===== config.mk =====
export PLATFORM = sky130hd
export DESIGN_NAME = rwm_index_mapper
export DESIGN_NICKNAME = d
export VERILOG_FILES = /design/src/rtl/rwm_pkg.sv /design/src/rtl/rwm_state.sv /design/src/rtl/rwm_decode.sv /design/src/rtl/rwm_view.sv /design/src/rtl/rwm_index_mapper.sv
export SDC_FILE = /design/constraint.sdc
export NUM_CORES = 1
export LEC_CHECK = 0
export BUFFER_PORTS_ARGS = -buffer_cell sky130_fd_sc_hd__buf_2
export CAP_MARGIN = 20
export CORE_MARGIN = 5
export CORE_UTILIZATION = 39
export CTS_CLUSTER_SIZE = 30
export DETAILED_ROUTE_END_ITERATION = 16
export GPL_ROUTABILITY_DRIVEN = 1
export GPL_TIMING_DRIVEN = 1
export HOLD_SLACK_MARGIN = 0.1
export PLACE_DENSITY = 0.78
export SYNTH_ARGS = -nofsm -noshare
export SYNTH_HDL_FRONTEND = slang
export SYNTH_SLANG_ARGS = --single-unit
export TNS_END_PERCENT = 30

===== constraint.sdc =====
create_clock -name clk_i -period 2.1 [get_ports clk_i]
set_input_delay 0.21 -clock clk_i [delete_from_list [all_inputs] [get_ports clk_i]]
set_output_delay 0.21 -clock clk_i [all_outputs]
set_load 0.02 [all_outputs]

===== src/rtl/rwm_pkg.sv =====
package rwm_pkg;

  typedef enum logic [1:0] {
    RGN_GLOBAL,
    RGN_WINDOW,
    RGN_MICRO,
    RGN_NONE
  } rgn_e;

  localparam int DEF_N_WIN   = 8;
  localparam int DEF_RPW     = 16;
  localparam int DEF_N_GL    = 4;
  localparam int DEF_N_GLOB  = 8;
  localparam int DEF_N_MICRO = 8;

endpackage


===== src/rtl/rwm_state.sv =====
module rwm_state #(
  parameter int N_WIN    = 8,
  parameter int CWP_IN_W = 5,
  parameter int CWP_W    = 3,
  parameter int GL_W     = 2
) (
  input  logic                clk_i,
  input  logic                rst_ni,
  input  logic                cwp_we_i,
  input  logic [CWP_IN_W-1:0] cwp_wdata_i,
  input  logic                gl_we_i,
  input  logic [GL_W-1:0]     gl_wdata_i,
  output logic [CWP_W-1:0]    cwp_o,
  output logic [GL_W-1:0]     gl_o
);

  logic [CWP_W-1:0] cwp_clamped;

  // saturate out-of-range pointer writes at the last window
  always_comb begin
    if (cwp_wdata_i >= CWP_IN_W'(N_WIN)) cwp_clamped = CWP_W'(N_WIN - 1);
    else                                 cwp_clamped = cwp_wdata_i[CWP_W-1:0];
  end

  always_ff @(posedge clk_i or negedge rst_ni) begin
    if (!rst_ni) begin
      cwp_o <= '0;
    end else if (cwp_we_i) begin
      cwp_o <= cwp_clamped;
    end
  end

  always_ff @(posedge clk_i or negedge rst_ni) begin
    if (!rst_ni) begin
      gl_o <= '0;
    end else if (gl_we_i) begin
      gl_o <= gl_wdata_i;
    end
  end

endmodule


===== src/rtl/rwm_decode.sv =====
module rwm_decode
  import rwm_pkg::*;
#(
  parameter int N_GLOB   = 8,
  parameter int VIEW_WIN = 24,
  parameter int N_MICRO  = 8,
  parameter int ARCH_W   = 6
) (
  input  logic [ARCH_W-1:0] arch_idx_i,
  output rgn_e              rgn_o,
  output logic [ARCH_W-1:0] off_o
);

  localparam int WIN_LO = N_GLOB;
  localparam int MIC_LO = N_GLOB + VIEW_WIN;
  localparam int TOP_N  = MIC_LO + N_MICRO;

  always_comb begin
    if (arch_idx_i < ARCH_W'(WIN_LO)) begin
      rgn_o = RGN_GLOBAL;
      off_o = arch_idx_i;
    end else if (arch_idx_i < ARCH_W'(MIC_LO)) begin
      rgn_o = RGN_WINDOW;
      off_o = arch_idx_i - ARCH_W'(WIN_LO);
    end else if (arch_idx_i < ARCH_W'(TOP_N)) begin
      rgn_o = RGN_MICRO;
      off_o = arch_idx_i - ARCH_W'(MIC_LO);
    end else begin
      rgn_o = RGN_NONE;
      off_o = '0;
    end
  end

endmodule


===== src/rtl/rwm_view.sv =====
module rwm_view
  import rwm_pkg::*;
#(
  parameter int N_GLOB = 8,
  parameter int TG     = 32,
  parameter int CWP_W  = 3,
  parameter int RPW_W  = 4,
  parameter int GL_W   = 2,
  parameter int ARCH_W = 6,
  parameter int PHYS_W = 8,
  parameter int DELTA  = 0
) (
  input  logic [CWP_W-1:0]  cwp_i,
  input  logic [GL_W-1:0]   gl_i,
  input  rgn_e              rgn_i,
  input  logic [ARCH_W-1:0] off_i,
  output logic [PHYS_W-1:0] phys_o
);

  localparam int TW_W = CWP_W + RPW_W;
  localparam int TW   = 1 << TW_W;

  logic [CWP_W-1:0] cwp_v;
  logic [TW_W-1:0]  win_off;

  // view pointer wraps modulo the window count by truncation
  assign cwp_v   = cwp_i + CWP_W'(DELTA);
  assign win_off = TW_W'(off_i) - {cwp_v, {RPW_W{1'b0}}};

  always_comb begin
    unique case (rgn_i)
      RGN_GLOBAL: begin
        if (off_i == '0) phys_o = '0;
        else phys_o = PHYS_W'(gl_i) * PHYS_W'(N_GLOB) + PHYS_W'(off_i);
      end
      RGN_WINDOW: phys_o = PHYS_W'(TG) + PHYS_W'(win_off);
      RGN_MICRO:  phys_o = PHYS_W'(TG) + PHYS_W'(TW) + PHYS_W'(off_i);
      default:    phys_o = '0;
    endcase
  end

endmodule


===== src/rtl/rwm_index_mapper.sv =====
module rwm_index_mapper
  import rwm_pkg::*;
#(
  parameter int N_WIN    = DEF_N_WIN,
  parameter int RPW      = DEF_RPW,
  parameter int N_GL     = DEF_N_GL,
  parameter int N_GLOB   = DEF_N_GLOB,
  parameter int N_MICRO  = DEF_N_MICRO,
  parameter int CWP_IN_W = 5,
  localparam int CWP_W    = $clog2(N_WIN),
  localparam int GL_W     = $clog2(N_GL),
  localparam int RPW_W    = $clog2(RPW),
  localparam int VIEW_WIN = RPW + RPW / 2,
  localparam int TG       = N_GL * N_GLOB,
  localparam int TW       = N_WIN * RPW,
  localparam int ARCH_N   = N_GLOB + VIEW_WIN + N_MICRO,
  localparam int ARCH_W   = $clog2(ARCH_N + 1),
  localparam int PHYS_N   = TG + TW + N_MICRO,
  localparam int PHYS_W   = $clog2(PHYS_N)
) (
  input  logic                clk_i,
  input  logic                rst_ni,
  input  logic                cwp_we_i,
  input  logic [CWP_IN_W-1:0] cwp_wdata_i,
  input  logic                gl_we_i,
  input  logic [GL_W-1:0]     gl_wdata_i,
  input  logic [ARCH_W-1:0]   arch_idx_i,
  output logic [CWP_W-1:0]    cwp_o,
  output logic [GL_W-1:0]     gl_o,
  output logic [PHYS_W-1:0]   cur_phys_o,
  output logic [PHYS_W-1:0]   nxt_phys_o,
  output logic [PHYS_W-1:0]   prv_phys_o,
  output logic                idx_valid_o
);

  localparam int N_VIEWS = 3;

  rgn_e              rgn;
  logic [ARCH_W-1:0] off;
  logic [PHYS_W-1:0] phys_v [N_VIEWS];

  rwm_state #(
    .N_WIN   (N_WIN),
    .CWP_IN_W(CWP_IN_W),
    .CWP_W   (CWP_W),
    .GL_W    (GL_W)
  ) u_state (
    .clk_i      (clk_i),
    .rst_ni     (rst_ni),
    .cwp_we_i   (cwp_we_i),
    .cwp_wdata_i(cwp_wdata_i),
    .gl_we_i    (gl_we_i),
    .gl_wdata_i (gl_wdata_i),
    .cwp_o      (cwp_o),
    .gl_o       (gl_o)
  );

  rwm_decode #(
    .N_GLOB  (N_GLOB),
    .VIEW_WIN(VIEW_WIN),
    .N_MICRO (N_MICRO),
    .ARCH_W  (ARCH_W)
  ) u_decode (
    .arch_idx_i(arch_idx_i),
    .rgn_o     (rgn),
    .off_o     (off)
  );

  // view 0 current, view 1 next (pointer-1), view 2 previous (pointer+1)
  for (genvar v = 0; v < N_VIEWS; v++) begin : g_view
    localparam int STEP = (v == 0) ? 0 : ((v == 1) ? -1 : 1);
    rwm_view #(
      .N_GLOB(N_GLOB),
      .TG    (TG),
      .CWP_W (CWP_W),
      .RPW_W (RPW_W),
      .GL_W  (GL_W),
      .ARCH_W(ARCH_W),
      .PHYS_W(PHYS_W),
      .DELTA (STEP)
    ) u_view (
      .cwp_i (cwp_o),
      .gl_i  (gl_o),
      .rgn_i (rgn),
      .off_i (off),
      .phys_o(phys_v[v])
    );
  end

  assign cur_phys_o  = phys_v[0];
  assign nxt_phys_o  = phys_v[1];
  assign prv_phys_o  = phys_v[2];
  assign idx_valid_o = (rgn != RGN_NONE);

endmodule


# --- After elaboration in Yosys (flattened, before gate mapping) ---
# Index checks and enable logic that the tools add are counted.
totals:
  inputBits: 17
  ff_bits: 5
  wordCells: 34
classes:
  add_sub_neg: 12
  n_mux: 11
  n_reduce_logical: 2
  magnitude_cmp: 4
  n_eq_ne: 3
op_table:
  columns: ["op", "n"]
  rows:
  - ["case mux 8 bit (3 select lines)", 3]
  - ["adder 6 x 7 -> 8 bit, first input constant", 3]
  - ["subtractor 6 x 7 -> 7 bit", 3]
  - ["two-way mux 6 bit", 3]
  - ["< comparator 6 bit, second input constant", 2]
  - ["adder 8 x 6 -> 8 bit, first input constant", 1]
  - ["two-way mux 8 bit", 1]
  - ["adder 5 x 6 -> 7 bit", 1]
  - ["logical NOT 6 bit", 1]
  - ["< comparator 6 x 4 -> 1 bit, second input constant", 1]
  - ["subtractor 6 x 4 -> 6 bit, second input constant", 1]
  - ["subtractor 6 bit, second input constant", 1]
  - ["greater-or-equal comparator 5 x 4 -> 1 bit, second input constant", 1]
  - ["two-way mux 2 bit", 2]
  - ["adder 3 x 1 -> 3 bit, second input constant", 1]
  - ["adder 3 bit, second input constant", 1]
  - ["two-way mux 3 bit", 1]
  - ["equality test 2 x 1 -> 1 bit, second input constant", 1]
  - ["equality test 2 bit, second input constant", 1]
  - ["logical NOT 2 bit", 1]
  - ["inequality test 2 bit, second input constant", 1]
  - ["two-way mux 1 bit", 1]

# --- Longest topological paths before layout ---
depth:
  ltp_word: 7
  ltp_mapped: 9
  ltp_nobuf: 9

# --- Modules after synthesis ---
# Synthesis repeated with hierarchy kept, for this count alone.
unflattened:
  hier_cells: 147
  area_unflattened_um2: 1159.9
modules_own_cells:
  columns: ["mod", "cells_each", "n_inst", "area_each_um2"]
  rows:
  - ["rwm_view at g_view[2].u_view", 40, 1, 309.0]
  - ["rwm_view at g_view[1].u_view", 40, 1, 299.0]
  - ["rwm_view at g_view[0].u_view", 37, 1, 277.8]
  - ["rwm_state", 16, 1, 188.9]
  - ["rwm_decode", 13, 1, 81.3]
  - ["rwm_index_mapper", 1, 1, 3.8]

# --- Least setup slack after synthesis ---
# Ideal clock, no wire load.
synth_timing:
  path_type: "input to output"
  from: "input arch_idx_i[3]"
  to: "output cur_phys_o[6]"
  arrival_ns: 2.026
  path_buffers: 0
  stages: 9
  required_time_ns: 1.890
  path_slack_ns: -0.136
  path_cell_list: "inv_1 > ha_1 > nand2b_1 > ha_1 > fa_1 > xor2_1 > ha_1 > nor2_1 > nor2_1"
synth_between:
  elab_chain_cells: 7
  word_cells_on_any_way: 21
synth_rtl:
  columns: ["element", "line", "source"]
  rows:
  - ["from (decl)", "rwm_index_mapper.sv:27", "input logic [ARCH_W-1:0] arch_idx_i,"]
  - ["subtractor 6 bit or < comparator 6 bit (tied branches)", "rwm_decode.sv:27, rwm_decode.sv:25", null]
  - ["two-way mux 6 bit", "rwm_decode.sv:25", "end else if (arch_idx_i < ARCH_W'(TOP_N)) begin"]
  - ["two-way mux 6 bit", "rwm_decode.sv:22", "end else if (arch_idx_i < ARCH_W'(MIC_LO)) begin"]
  - ["two-way mux 6 bit", "rwm_decode.sv:19", "if (arch_idx_i < ARCH_W'(WIN_LO)) begin"]
  - ["subtractor 6 x 7 -> 7 bit (tied with other cells)", "rwm_view.sv:28", "assign win_off = TW_W'(off_i) - {cwp_v, {RPW_W{1'b0}}};"]
  - ["adder 6 x 7 -> 8 bit or two-way mux 8 bit (tied branches)", "rwm_view.sv:36, rwm_view.sv:33", null]
  - ["case mux 8 bit (3 select lines) *", "rwm_view.sv:31", "unique case (rgn_i)"]
  - ["to (decl)", "rwm_index_mapper.sv:30", "output logic [PHYS_W-1:0] cur_phys_o,"]
# Mark *: on every way between the ends. The rest lies on a longest branch, timed or not.

# --- Final worst setup path ---
# Ends and elaborated chain as after synthesis.

==> impl_results.md <==
- Status: finished, violations left
- Vias in the first global route: around 960
- Sum Neg Setup Slack: -0.184 ns
- Synth cell types: 29
- Synth area leaders: ha_1, dfrtp_1, buf_4
- WL per Instance: 13.4 µm
- Arr. time, crit path: 2.00 ns
- Type of origin of the critical path: primary input
- Worst-skew pair later-pin latency: about 0.25 ns
- RSZ-0062 raised after global routing: true
- Area delta synth->final: 77.1%
- I/O Buffers: 46
- CTS root buf: clkbuf_4
- CP Class: primary input to output pin
- Yosys warnings: 0
- Clock Tree Buf Depth: 2
- Crit-path max FO: 2
- Die H: ~56 µm
- Via count: approximately 970
- Clock skew: 0 ns
- Drt pass-1 iters: 4
- Initial core utilization: 41.7%
- Fin util: 73.8%
- Crit-path most repeated cell: ha_4
- Fin nets: 201
- Syn nets: about 140
- Slew margin rel.: between 70% and 80%
- Global-route wire length before repair: approximately 4100 µm
- Sw Share: a little over two fifths
- Final min period: around 2.2 ns
- Crit path cell chain: buf_8 -> inv_6 -> ha_4 -> nand2b_4 -> ha_4 -> fa_2 -> inv_2 -> ha_4 -> nor2_4 -> nor2_2 -> buf_6
- TritonCTS clock tree: built
- First DRT Iteration DRCs: 14
- Die W: around 56 µm
- Post-Route WL: ~2600 µm
- Final Worst Setup Slack: -0.108 ns
- Die Area: between 0.003 and 0.004 mm²
- Post-Synthesis Cells: between 100 and 150
- Min-Delay Path Class: primary input to flip-flop
- Critical Path RT: approximately 1.9 ns
- CP bufs+invs: 4
- DRC violation count after routing: 0
- Slew Viols, Final: 0
- Total power: about 0.77 mW
- Part of the power in registers: 15.3%
- Max-Cap Viols: 0
- Critical-path top delay cell: fa_2
- Initial antenna violation count: 0
- Gr usage total: 16.1%
- Worst-path clk slew: ~0.04 ns
- Routability cong.: approximately 0.84
- Synth top area share: roughly 18%
- Lkg Pwr: between 0.7 and 0.8 nW
- Diode count: 0
- Final setup violation count: 3
- CTS Buf Count: 3
- Largest net degree at the start of global routing: 9
- Slowest stage delay, CP: roughly 0.54 ns
- Sequential fraction of the synthesis area: about 15%
- Worst Max-Slew Pin Slew: approximately 0.36 ns
- Clock power share: 14.7%
- Cell family with most CP delay: adder cells
- Final period util: 105%
- Worst setup EP type: output pin
- Htree depth: 1
- Highest Clock Rate: approximately 450 MHz
- Share of layout cells above drive strength 1: approximately 64%
- Gr ovfl total: 0
- Core Area: 0.00200 mm²
- Failing checks: negative setup slack
- Int Pwr: roughly 0.44 mW
- Fillcell total: ~150
- Vias per cell: slightly below 5
- Ports: 47
- PwrDens: between 500 and 600 mW/mm²
- Clk sink count: 5
- DP HPWL: about 1900 µm
- Hold Vio Cnt, Final: 0
- Post-Syn Area: roughly 830 µm²
- Switch Pwr: approximately 0.33 mW
- Yosys reg bits: 5
- Avg Cell Area, Syn: between 7 and 8 µm²
- Worst hold slack: slightly below 0.2 ns
- Area leader, netlist: ha_1
- # rows: 16
- Antenna-violating nets left: 0
- Worst IR Drop VDD: 392 µV
- Comb pwr share: between 70% and 80%
-- final cells by class --
type | instances | area, µm² | area share [%]
Multi-Input combinational cell | 82 | 793 | 53.7
Timing Repair Buffer | 69 | 457 | 30.9
Sequential cell | 5 | 126 | 8.55
Inverter | 9 | 41.3 | 2.79
Tap cell | 27 | 33.8 | 2.29
Clock buffer | 4 | 26.3 | 1.78
-- final timing paths --
kind,cells past startpoint,from,slack (ns),end
min,2,cwp_we_i,0.19,u_state.cwp_o[2]
min reg2reg,1,u_state.gl_o[0],0.55,u_state.gl_o[0]
max in group asynchronous,2,rst_ni,1.66,u_state.cwp_o[0]
max,11,arch_idx_i[3],-0.11,cur_phys_o[6]
max reg2reg,3,u_state.cwp_o[0],1.24,u_state.cwp_o[0]
min in group asynchronous,2,rst_ni,0.30,u_state.cwp_o[2]
-- per-layer routing --
layer | up-vias | GRT usage, % | routed length, µm
met4 | 0 | 5.42 | 17
met5 | - | 0 | 0
li1 | 474 | - | -
met2 | 44 | 30.6 | 1340
met1 | 446 | 17.7 | 1050
met3 | 2 | 2.98 | 215
-- registers in the layout (all words and copies together) (netlist names) --
signal,flops
u_state.cwp_o,3
u_state.gl_o,2
-- cells in the mapped netlist, drive strengths merged --
cell type and n:
o2111ai 1, a21boi 1, nand2b 2, nand4b 1, o21ba 1, a21oi 5, a211oi 1, mux2 2
fa 2, o31ai 2, nand3 2, dfrtp 5, nand2 15, o21ai 6, xnor2 4, buf 10
xor2 4, nor2 11, ha 12, or2 1, inv 9, o211ai 2, nor2b 1, o311ai 1
nor3 2, and2 3
-- stage by stage --
step	std cells	area (µm²)	worst slack [ns]
final	196	1480	-0.108
after global routing	196	1480	-0.151
after CTS	195	1360	-0.0718
after detailed placement	182	1160	-0.179
after global placement	182	1160	-0.145
after floorplan	106	872	0.00574
-- cell families (layout without fill, tap and decap cells) --
logic type	count (synthesis)	after routing	synth area share, %
adders and majority gates	14	14	22.8
muxes	2	2	2.70
buffers and inverters	19	82	12.7
xor gates and xnor gates	8	8	8.39
DFF	5	5	15.0
and+or+nand+nor	38	38	20.7
AOI/OAI and AO/OA	20	20	17.7
-- cell usage in the layout (no fill, tap or decap), drive strengths merged --
master / n
buf: 68
nand2: 15
ha: 12
nor2: 11
inv: 9
o21ai: 6
dfrtp: 5
a21oi: 5
clkbuf: 4
xor2: 4
xnor2: 4
and2: 3
nor3: 2
nand3: 2
o211ai: 2
o31ai: 2
mux2: 2
fa: 2
nand2b: 2
o21ba: 1
nor2b: 1
a211oi: 1
o311ai: 1
a21boi: 1
or2: 1
o2111ai: 1
nand4b: 1
dlygate4sd3: 1
-- what timing repair did --
action,CTS,global route
resized for setup,27,23
hold buffers,1,0
setup endpoints to repair,10,19
pin swaps,9,11
buffers inserted,8,1
hold endpoints to repair,5,0
-- power groups by stage --
| stage | clock [mW] | sequential (mW) | combinational [mW] |
|---|---|---|---|
| 5_1_grt | 0.125 | 0.120 | 0.588 |
| 6_report | 0.114 | 0.118 | 0.541 |
| 3_3_place_gp | 0 | 0.118 | 0.391 |
| 2_1_floorplan | 0 | 0.127 | 0.262 |
| 4_1_cts | 0.121 | 0.116 | 0.480 |
| 3_5_place_dp | 0 | 0.119 | 0.401 |
Power figures use the tool's default switching activity.
